[src/rtl/dds_pkg.sv]
package dds_pkg;
  // default geometry of the oscillator
  localparam int unsigned PHASE_W_D = 32;
  localparam int unsigned INDEX_W_D = 8;
  localparam int unsigned AMP_W_D   = 10;

  // bit roles inside the two-bit quadrant code
  localparam int unsigned Q_MIRROR_BIT = 0;
  localparam int unsigned Q_NEGATE_BIT = 1;

  typedef logic [1:0] quadrant_t;

  localparam real HALF_PI = 1.5707963267948966;
endpackage

[src/rtl/phase_accum.sv]
module phase_accum
  import dds_pkg::*;
#(
  parameter int unsigned PHASE_W = PHASE_W_D,
  parameter int unsigned INDEX_W = INDEX_W_D
) (
  input  logic               clk,
  input  logic               rst,
  input  logic [PHASE_W-1:0] step,
  output logic [INDEX_W-1:0] index
);
  logic [PHASE_W-1:0] acc_q;

  always_ff @(posedge clk) begin
    if (rst) acc_q <= '0;
    else     acc_q <= acc_q + step;
  end

  assign index = acc_q[PHASE_W-1 -: INDEX_W];


  hold_on_zero_chk: assert property (@(posedge clk) disable iff (rst)
    (step == '0) |=> $stable(index));
endmodule

[src/rtl/quarter_rom.sv]
module quarter_rom
  import dds_pkg::*;
#(
  parameter int unsigned ADDR_W = INDEX_W_D - 2,
  parameter int unsigned MAG_W  = AMP_W_D - 1
) (
  input  logic              clk,
  input  logic              rst,
  input  logic [ADDR_W-1:0] addr,
  output logic [MAG_W-1:0]  data
);
  localparam int unsigned DEPTH = 1 << ADDR_W;
  localparam real PEAK = real'((1 << MAG_W) - 1);

  logic [MAG_W-1:0] table_mem [DEPTH];

  initial begin
    for (int i = 0; i < DEPTH; i++) begin
      table_mem[i] = MAG_W'($rtoi(PEAK * $sin(HALF_PI * (real'(i) + 0.5) / real'(DEPTH)) + 0.5));
    end
  end

  // registered read, runs during reset too so the pipeline is primed
  always_ff @(posedge clk) begin
    data <= table_mem[addr];
  end


  rom_steady_chk: assert property (@(posedge clk) disable iff (rst)
    $stable(addr) |=> $stable(data));
endmodule

[src/rtl/wave_fold.sv]
module wave_fold
  import dds_pkg::*;
#(
  parameter int unsigned INDEX_W = INDEX_W_D,
  parameter int unsigned AMP_W   = AMP_W_D
) (
  input  logic               clk,
  input  logic               rst,
  input  logic [INDEX_W-1:0] index,
  output logic [INDEX_W-3:0] rom_addr,
  input  logic [AMP_W-2:0]   rom_data,
  output logic [AMP_W-1:0]   sample
);
  localparam int unsigned ADDR_W = INDEX_W - 2;
  localparam logic [AMP_W-1:0] MID = AMP_W'((1 << (AMP_W - 1)) - 1);

  quadrant_t           quad_now;
  quadrant_t           quad_q;
  logic [ADDR_W-1:0]   offset;

  assign quad_now = index[INDEX_W-1 -: 2];
  assign offset   = index[ADDR_W-1:0];
  assign rom_addr = quad_now[Q_MIRROR_BIT] ? ~offset : offset;

  // quadrant travels alongside the table read
  always_ff @(posedge clk) begin
    if (rst) quad_q <= '0;
    else     quad_q <= quad_now;
  end

  always_ff @(posedge clk) begin
    if (rst)                       sample <= MID;
    else if (quad_q[Q_NEGATE_BIT]) sample <= MID - AMP_W'(rom_data);
    else                           sample <= MID + AMP_W'(rom_data);
  end


  upper_half_chk: assert property (@(posedge clk) disable iff (rst)
    !quad_q[Q_NEGATE_BIT] |=> (sample >= MID));


  no_full_code_chk: assert property (@(posedge clk) disable iff (rst)
    sample != '1);


  reset_mid_chk: assert property (@(posedge clk) disable iff (rst)
    $fell(rst) |-> (sample == MID));
endmodule

[src/rtl/dds_sine_top.sv]
module dds_sine_top
  import dds_pkg::*;
#(
  parameter int unsigned PHASE_W = PHASE_W_D,
  parameter int unsigned INDEX_W = INDEX_W_D,
  parameter int unsigned AMP_W   = AMP_W_D
) (
  input  logic               clk,
  input  logic               rst,
  input  logic [PHASE_W-1:0] freq_word,
  output logic [AMP_W-1:0]   sample_o
);
  localparam int unsigned ADDR_W = INDEX_W - 2;
  localparam int unsigned MAG_W  = AMP_W - 1;

  logic [INDEX_W-1:0] index;
  logic [ADDR_W-1:0]  rom_addr;
  logic [MAG_W-1:0]   rom_data;

  phase_accum #(.PHASE_W(PHASE_W), .INDEX_W(INDEX_W)) u_acc (
    .clk   (clk),
    .rst   (rst),
    .step  (freq_word),
    .index (index)
  );

  quarter_rom #(.ADDR_W(ADDR_W), .MAG_W(MAG_W)) u_rom (
    .clk  (clk),
    .rst  (rst),
    .addr (rom_addr),
    .data (rom_data)
  );

  wave_fold #(.INDEX_W(INDEX_W), .AMP_W(AMP_W)) u_fold (
    .clk      (clk),
    .rst      (rst),
    .index    (index),
    .rom_addr (rom_addr),
    .rom_data (rom_data),
    .sample   (sample_o)
  );


  mirror_addr_chk: assert property (@(posedge clk) disable iff (rst)
    (index[INDEX_W-2] && (index[ADDR_W-1:0] == '0)) |-> (rom_addr == '1));
endmodule

[config.mk]
export PLATFORM = sky130hd
export DESIGN_NAME = dds_sine_top
export DESIGN_NICKNAME = d
export VERILOG_FILES = /design/src/rtl/dds_pkg.sv /design/src/rtl/phase_accum.sv /design/src/rtl/quarter_rom.sv /design/src/rtl/wave_fold.sv /design/src/rtl/dds_sine_top.sv
export SDC_FILE = /design/constraint.sdc
export NUM_CORES = 1
export LEC_CHECK = 0
export BUFFER_PORTS_ARGS = -buffer_cell sky130_fd_sc_hd__clkbuf_2
export CORE_AREA = 2 2 83 105
export DETAILED_ROUTE_END_ITERATION = 10
export DIE_AREA = 0 0 85 107
export MAX_ROUTING_LAYER = met4
export PLACE_DENSITY = 0.84
export SLEW_MARGIN = 20
export SYNTH_ARGS = -nofsm -noshare
export SYNTH_HDL_FRONTEND = slang
export SYNTH_SLANG_ARGS = --single-unit
[constraint.sdc]
create_clock -name clk -period 4.65 [get_ports clk]
set_input_delay 0.93 -clock clk [delete_from_list [all_inputs] [get_ports clk]]
set_output_delay 0.93 -clock clk [all_outputs]
set_load 0.01 [all_outputs]
==> flow_results.org, run 1 <==
** Outcome
- Outcome :: finished, final reports clean

** Synthesis
- For this run, the leading register cell type out of synthesis is sky130_fd_sc_hd__dfxtp_1.
- The synthesized design contains 52 register bits.
- Synth Area in XOR/XNOR :: 6.712%
- Simple-gate area share of the yosys netlist :: between 20 and 25%
- Counting every instance in the synthesized netlist gives 563.
- Summing the areas of all fa, ha and maj instances in the mapped netlist gives 11.60% of the synthesized area.
- The synthesized netlist devotes 27.11% of its cell area to compound gates.
- During synthesis, Yosys emitted a total of 0 warnings.
- After synthesis, the largest family of logic cells by area is compound AO/OA/AOI/OAI gates.
- Share of synthesized area spent on multiplexers :: 3.999%
- Mapped Area :: 4380 um^2
- Number of enable flip-flop cells after synthesis :: 0
- Avg Inst Size Synth :: slightly below 8 um^2
- Share of flip-flops with an asynchronous set or reset :: 0%
- Summing the sequential cell areas from Yosys gives 23.76% of the chip area.
- Mapped Nets :: 637
- The synthesized netlist contains a little under 70 unique library cells.

** Placed design
- Once placement finished, the instance area stood at between 4000 and 5000 um^2.
- At the end of routability-driven placement, the weighted congestion stood at 0.9790.
- Count of input and output buffers :: between 40 and 50
- Number of placed instances, taps included :: between 600 and 700
- Detailed placement HPWL :: 8035 um
- Prior to clock tree synthesis, the placed netlist has a worst setup slack of between 1.5 and 2 ns.

** Clock network
- After clock tree synthesis, the clock-pin slew on the worst setup and hold paths is 0.10 ns.
- The number of clock buffers added by TritonCTS is 5.
- Cts repair resizes :: 0
- The tree is rooted in a sky130_fd_sc_hd__clkbuf_8.
- CTS H-tree lvls :: 2
- Max Buffers Root-to-Sink :: 2
- TritonCTS built the clock tree.
- After clock tree synthesis, the setup repair step added 0 buffers.
- CTS saw between 50 and 60 sinks.
- Hold repair after CTS inserted 0 buffers.
- Clock insertion delay at the later pin of the skew report :: 0.32 ns

** Timing
- The count of final max-slew check failures was 0.
- Count of final hold-check violations :: 0
- Worst-case clock skew :: approximately 0.018 ns
- Setup violations remaining at the end of the flow were counted as 0.
- The final critical path takes up 66.36% of the cycle.
- In the post-route analysis, the smallest setup slack over all paths is 1.564 ns.
- Headroom to the max-slew limit came out at 26.88%.
- Final worst path period need :: 3.086 ns
- Setup repair after global routing left no endpoint under its margin.
- Final setup TNS :: 0 ns
- For the pin with the worst max-slew slack, the measured transition is 1.097 ns.
- Static timing analysis puts the maximum clock frequency at ~320 MHz.

** Setup path
- The setup path with the least slack is of type reg -> reg.
- Walking the worst path, the cells encountered are xor2_2 -> inv_1 -> ha_1 -> nor3b_1 -> a311oi_1 -> o21ai_0 -> mux4_2.
- At the worst endpoint, the required time is 4.83 ns.
- STA classifies the critical path startpoint as a register.
- Critical path endpoint category :: register
- For this run, the slowest stage of the critical path takes 0.93 ns.
- Worst path arrival time :: 3.27 ns
- Number of buffer and inverter instances along the worst setup path :: 1
- Grouping stages by cell kind, the critical path spends the most delay in flip-flops.
- Across all register-to-register paths, the minimum setup slack is around 1.6 ns.
- Top fanout value on the critical path :: 19
- For this design, the slowest cell found on the critical path is sky130_fd_sc_hd__dfxtp_1.

** Power and ir drop
- VDD sags by at most 0.6881 mV.
- In this run the static leakage power is slightly below 2 nW.
- Dividing total power by cell area gives a power density of between 800 and 900 nW/um^2.

** Finish
- Once layout is done, the placed cells without fillers occupy 4648 um^2.
- Number of diodes added for antenna fixing :: 0
- Area Growth Syn to Fin :: 6.113%
- In the final layout, the multi-input gates occupy 3122 um^2.
- End-of-flow core utilization :: 57.37%
- Final nets :: 649
- FILL cells :: 720
- Footprint of the flip-flops and latches :: 1041 um^2
- Ratio of cells with drive above 1 in the final layout :: between 10 and 15%
- Number of cells in the finished layout apart from fillers :: 673

** Global route
- Global-route wire length before repair :: 17970 um
- Initial antenna violation count :: 0
- In the global route stage, overall resource usage came out at 24.32%.
- The total overflow left after global routing is 0.
- Number of global-route vias before repair :: between 4000 and 5000
- Entering global routing, the biggest net connects 56 pins.

** Routing
- Violation count after the first detailed-routing iteration :: 290
- Using the TritonRoute via totals, the vias-per-cell ratio works out to 6.297.
- Routed vias :: 4238
- Average wire per cell in the routed design :: between 15 and 20 um
- The count of nets left with antenna violations once routing finished came out at 0.
- Detailed-route wire length :: around 11000 um
- In the routed design, unresolved DRC markers number 0.
- The first TritonRoute pass finished after 5 iterations.

** Floorplanning
- The die is 85 um wide.
- DIE HEIGHT :: 107 um
- Starting density of the core :: between 50 and 60%
- Floorplan row count :: 37
- The die covers 9095 um^2.
- IO Pins :: 44
- Floorplan Core Area :: 8102 um^2

** Worst hold path
- The path class of the tightest hold or removal check is reg -> reg.

** Job
- Across the run, the number of max-cap violations was 0.
==> per-layer routing <==
metal  vias up  routed length (um)  track usage (%)
li1       2080                   -                -
met3        31                 491            2.617
met4         0                 313            10.77
met2       155                5349            42.13
met1      1972                4535            28.24
met5         -                   0                -
==> logic make-up after synthesis <==
| group | Yosys count |
|---|---|
| flops | 52 |
| simple gates | 192 |
| fa+ha+maj | 40 |
| xor+xnor | 31 |
| compound gates | 182 |
| buf+inv | 52 |
| mux | 14 |
==> area by class of cell <==
| class | count | area share [%] |
|---|---|---|
| Clock buffer | 6 | 1.561 |
| Clock inverter | 2 | 0.3499 |
| Inverter | 12 | 0.9690 |
| Multi-Input combinational cell | 459 | 67.16 |
| Sequential cell | 52 | 22.40 |
| Tap cell | 97 | 2.611 |
| Timing Repair Buffer | 45 | 4.953 |
==> synth_stat cells, types with 5 or more instances <==
master / count / area, um^2
sky130_fd_sc_hd__a21oi_1: 54 / 270.3
sky130_fd_sc_hd__xor2_1: 13 / 113.9
sky130_fd_sc_hd__ha_1: 39 / 488.0
sky130_fd_sc_hd__nand3_1: 12 / 60.06
sky130_fd_sc_hd__clkbuf_1: 20 / 75.07
sky130_fd_sc_hd__a31oi_1: 8 / 50.05
sky130_fd_sc_hd__a311oi_1: 6 / 52.55
sky130_fd_sc_hd__a21o_1: 8 / 60.06
sky130_fd_sc_hd__inv_1: 12 / 45.04
sky130_fd_sc_hd__nand2b_1: 6 / 37.54
sky130_fd_sc_hd__o211ai_1: 5 / 37.54
sky130_fd_sc_hd__mux2_2: 7 / 78.83
sky130_fd_sc_hd__a211oi_1: 8 / 60.06
sky130_fd_sc_hd__xnor2_1: 15 / 131.4
sky130_fd_sc_hd__nand2_1: 39 / 146.4
sky130_fd_sc_hd__dfxtp_1: 52 / 1041
sky130_fd_sc_hd__o21bai_1: 5 / 37.54
sky130_fd_sc_hd__buf_2: 13 / 65.06
sky130_fd_sc_hd__nand4_1: 6 / 37.54
sky130_fd_sc_hd__nor2_1: 56 / 210.2
sky130_fd_sc_hd__nor2b_1: 14 / 87.58
sky130_fd_sc_hd__and3_1: 5 / 31.28
sky130_fd_sc_hd__or3_1: 9 / 56.30
sky130_fd_sc_hd__nor3_1: 25 / 125.1
sky130_fd_sc_hd__nor3b_1: 6 / 45.04
sky130_fd_sc_hd__o21ai_0: 42 / 210.2
sky130_fd_sc_hd__o21a_1: 6 / 45.04
==> worst reg2reg max path, cell delays in order, from the launching register on <==
cell and delay, ns:
sky130_fd_sc_hd__dfxtp_1 0.93, sky130_fd_sc_hd__xor2_2 0.33, sky130_fd_sc_hd__inv_1 0.25, sky130_fd_sc_hd__ha_1 0.36
sky130_fd_sc_hd__nor3b_1 0.18, sky130_fd_sc_hd__a311oi_1 0.27, sky130_fd_sc_hd__o21ai_0 0.16, sky130_fd_sc_hd__mux4_2 0.49
==> cell usage in the layout (no fill, tap or decap), types with 3 or more instances in the layout <==
| cell | n |
|---|---|
| sky130_fd_sc_hd__o21a_1 | 6 |
| sky130_fd_sc_hd__nor3b_1 | 6 |
| sky130_fd_sc_hd__ha_1 | 39 |
| sky130_fd_sc_hd__clkbuf_8 | 5 |
| sky130_fd_sc_hd__a21o_1 | 8 |
| sky130_fd_sc_hd__nand2b_1 | 6 |
| sky130_fd_sc_hd__o211ai_1 | 5 |
| sky130_fd_sc_hd__inv_1 | 12 |
| sky130_fd_sc_hd__nand3_1 | 12 |
| sky130_fd_sc_hd__o211ai_2 | 3 |
| sky130_fd_sc_hd__nor2b_1 | 14 |
| sky130_fd_sc_hd__and3_1 | 5 |
| sky130_fd_sc_hd__nand4_1 | 6 |
| sky130_fd_sc_hd__o21bai_1 | 5 |
| sky130_fd_sc_hd__mux2i_1 | 4 |
| sky130_fd_sc_hd__a211oi_1 | 8 |
| sky130_fd_sc_hd__a21oi_1 | 54 |
| sky130_fd_sc_hd__o31ai_1 | 4 |
| sky130_fd_sc_hd__o21ai_0 | 42 |
| sky130_fd_sc_hd__nand2_1 | 39 |
| sky130_fd_sc_hd__dfxtp_1 | 52 |
| sky130_fd_sc_hd__xor2_1 | 13 |
| sky130_fd_sc_hd__xnor2_1 | 15 |
| sky130_fd_sc_hd__or4_1 | 3 |
| sky130_fd_sc_hd__nor3_1 | 25 |
| sky130_fd_sc_hd__or3_1 | 9 |
| sky130_fd_sc_hd__mux2_2 | 7 |
| sky130_fd_sc_hd__clkbuf_2 | 43 |
| sky130_fd_sc_hd__a31oi_1 | 8 |
| sky130_fd_sc_hd__a311oi_1 | 6 |
| sky130_fd_sc_hd__nor2_1 | 56 |
| sky130_fd_sc_hd__a21oi_2 | 3 |
| sky130_fd_sc_hd__o22ai_1 | 4 |
==> worst paths after layout <==
kind / cells past startpoint / from / to
max: 7 / u_acc.acc_q[30] / u_rom.data[3]
max reg2reg: 7 / u_acc.acc_q[30] / u_rom.data[3]
min reg2reg: 1 / u_rom.data[0] / u_fold.sample[0]
min: 1 / u_rom.data[0] / u_fold.sample[0]
==> power by group <==
group	internal, mW	total (mW)	switching (mW)
registers	0.660	0.852	0.192
logic	1.17	2.84	1.67
clock network	0.107	0.268	0.160
==> flip-flops by register name, summed over array words and instances (netlist names) <==
register and flops:
u_fold.quad_q 1, u_rom.data 9, u_acc.acc_q 32, u_fold.sample 10
==> metrics by stage <==
step	power [mW]	hold WS [ns]
after floorplan	3.078	0.3925
after global placement	3.557	0.4291
after detailed placement	3.626	0.4415
after CTS	3.909	0.4534
after global routing	4.321	0.4687
final	3.958	0.4484
(Power assumes the default switching activity.)
==> inputs of run 2 (changes only) <==
- PLACE_DENSITY: 0.84 -> 0.87
- clock period: 4.65 -> 2.55 ns (I/O delays scaled with it)
==> flow_results.org, run 2 (same netlist as run 1, synthesis figures left out) <==
** Outcome
- The run finished with clean final reports.

** Floorplanning
- The die area was 9095 um^2 (unchanged).
- The number of primary I/O pins is 44 (unchanged).
- DIE HEIGHT :: 107 um (unchanged)
- The placement row count was 37 (unchanged).
- The starting density of the core came to 54.07% (unchanged).
- Floorplan Core Area :: 8102 um^2 (unchanged)
- Width of the chip :: 85 um (unchanged)

** Clock network
- TritonCTS Buffers :: 5 (unchanged)
- The post-cts repair resize count is 0 (unchanged).
- The deepest level of the CTS H-tree came to 2 (unchanged).
- Buffers inserted during post-CTS setup optimization :: 0 (unchanged)
- The maximum count of clock buffers along a single path was 2 (unchanged).
- Clock insertion delay at the later pin of the skew report :: 0.33 ns (about the same)
- Clock tree synthesis selected as its root buffer the cell sky130_fd_sc_hd__clkbuf_8.
- Quantity of hold-fixing buffers added after cts :: 0 (unchanged)
- The clock-pin slew on the worst setup and hold paths is 0.11 ns (about the same).
- The number of sinks driven by the clock tree came to 52 (unchanged).
- TritonCTS built the clock tree.

** Setup path
- Critical path start-end classification :: reg -> reg
- Critical Path Start Type :: register
- Worst path arrival time :: 2.61 ns (-0.66 ns)
- STA classifies the critical path endpoint as a register.
- Top fanout value on the critical path :: 7 (-12)
- Number of buffer and inverter instances along the worst setup path :: 0 (-1)
- Among all stages on the critical path, the largest delay is contributed by sky130_fd_sc_hd__dfxtp_1.
- The critical path data required time is 2.78 ns (-2.05 ns).
- The signal on the critical path passes through ha_1 -> a21oi_1 -> o21ai_0 -> or4_1 -> o22ai_1 -> mux2_2.
- Maximum single-stage delay on the critical path :: 0.56 ns (-0.37 ns)
- Critical path's top delay family :: compound AO/OA/AOI/OAI gates

** Finish
- The share of cells above drive strength 1 was 19.61% (+6.1 points).
- The post-layout net count is 690 (+6.3%).
- Register with the most flip-flops :: u_acc.acc_q
- FILL cells :: 673 (-6.5%)
- Post-route cell area :: 4970 um^2 (+6.9%)
- Largest registers ranked by flip-flop count :: u_acc.acc_q (32), u_fold.sample (10), u_rom.data (9)
- Number of diodes added for antenna fixing :: 0 (unchanged)
- The number of flip-flops in the largest register is 32 (unchanged).
- In the layout the commonest cells are sky130_fd_sc_hd__nor2_1, sky130_fd_sc_hd__a21oi_1, sky130_fd_sc_hd__dfxtp_1, sky130_fd_sc_hd__clkbuf_2, sky130_fd_sc_hd__buf_4.
- Commonest non-fill, non-tap cell in the layout :: sky130_fd_sc_hd__nor2_1
- The final core utilization came to 61.34% (+4.0 points).
- The area growth from synthesis to layout is 13.45%.

** Power and ir drop
- Peak supply drop :: 1.362 mV (+98%)
- LEAKAGE :: 2.164 nW (+11%)
- The post-route total power is 7.807 mW (+97%).
- Total power density per cell area :: 1571 nW/um^2 (+84%)

** Timing
- Worst-case clock skew :: 0.01175 ns (-0.006720 ns)
- Actual transition at the worst max-transition pin :: 0.4959 ns (-0.6009 ns)
- Setup WS post-layout :: 0.1684 ns (-1.396 ns)
- Normalized max-slew margin :: 66.59% (+40 points)
- The period utilization came to 93.40% (+27 points).
- Setup repair after global routing left no endpoint under its margin.
- Number of max-slew violations in the final report :: 0 (unchanged)
- Count of final hold-check violations :: 0 (unchanged)
- The achievable clock frequency was 419.9 MHz (+30%).
- The final-report setup violation count is 0 (unchanged).
- The final setup TNS is 0 ns (unchanged).
- Final worst path period need :: 2.382 ns (-0.7041 ns)

** Routing
- Violation count after the first detailed-routing iteration :: 308 (+6.2%)
- The number of optimization iterations in the first detailed-route pass was 6 (+1).
- Routed via count divided by cell count :: 6.303 (about the same)
- The average routed wire per standard cell is 16.27 um (+2.4%).
- Post-detailed-route count of antenna-violating nets :: 0 (unchanged)
- The number of remaining DRC errors was 0 (unchanged).
- Detailed-route wire length :: 11620 um (+8.7%)
- The count of vias placed by the detailed router was 4500 (+6.2%).

** Global route
- The initial antenna violation count is 0 (unchanged).
- Number of global-route vias before repair :: 4340 (+7.9%)
- The pin count of the biggest net entering global routing came to 24 (-57%).
- Global Route Usage Sum :: 26.55% (+2.2 points)
- The global-route wire length before repair was 19350 um (+7.6%).
- Total gr overflow :: 0 (unchanged)

** Placed design
- Detailed placement HPWL :: 8956 um (+11%)
- Pre-CTS setup slack :: -0.01553 ns (-1.615 ns)
- Count of input and output buffers :: 43 (unchanged)
- Placed instance area :: 4867 um^2 (+6.8%)
- The routability congestion estimate from global placement was 0.9730 (-0.61%).

** Job
- The number of max-cap violations was 0 (unchanged).

** Worst hold path
- Class of the most critical hold timing path :: reg -> reg
## run 2: where the power goes
part	switching, mW	internal [mW]
clock	0.318	0.208
combinational	3.29	2.51
sequential	0.276	1.20
total	3.89	3.92
## run 2: final timing paths
| kind | start | to | slack (ns) | cells past startpoint |
|---|---|---|---|---|
| setup reg to reg | u_acc.acc_q[24] | u_acc.acc_q[27] | 0.17 | 6 |
| hold / removal | u_rom.data[0] | u_fold.sample[0] | 0.46 | 1 |
| setup / recovery | u_acc.acc_q[24] | u_acc.acc_q[27] | 0.17 | 6 |
| hold reg to reg | u_rom.data[0] | u_fold.sample[0] | 0.46 | 1 |
## run 2: routing by layer
metal | wire length (um) | global-route usage, % | vias up
li1 | - | - | 2164
met1 | 4501 | 28.55 | 2068
met2 | 5948 | 47.38 | 218
met3 | 680 | 3.079 | 50
met4 | 488 | 14.06 | 0
met5 | 0 | - | -
## run 2: final cells by class
type                    count  area (um^2)  area share, %
clock inverters             3        28.78         0.5791
clock buffers               5        68.82          1.385
well taps                  97        121.4          2.442
repair buffers             86        538.0          10.83
multi-input cells         459         3127          62.92
inverters                  12        45.04         0.9063
flip-flops and latches     52         1041          20.95
## run 2: stage by stage
stage                     hold WS [ns]  std cells
after global placement          0.4189        706
after global routing            0.4860        714
after floorplan                 0.3925        563
final                           0.4614        714
after CTS                       0.4594        714
after detailed placement        0.4328        706
## run 2: worst reg2reg max path: stages, from the launching register on
cell and delay (ns):
sky130_fd_sc_hd__dfxtp_1 0.56, sky130_fd_sc_hd__ha_1 0.34, sky130_fd_sc_hd__a21oi_1 0.16, sky130_fd_sc_hd__o21ai_0 0.18, sky130_fd_sc_hd__or4_1 0.44, sky130_fd_sc_hd__o22ai_1 0.24, sky130_fd_sc_hd__mux2_2 0.36
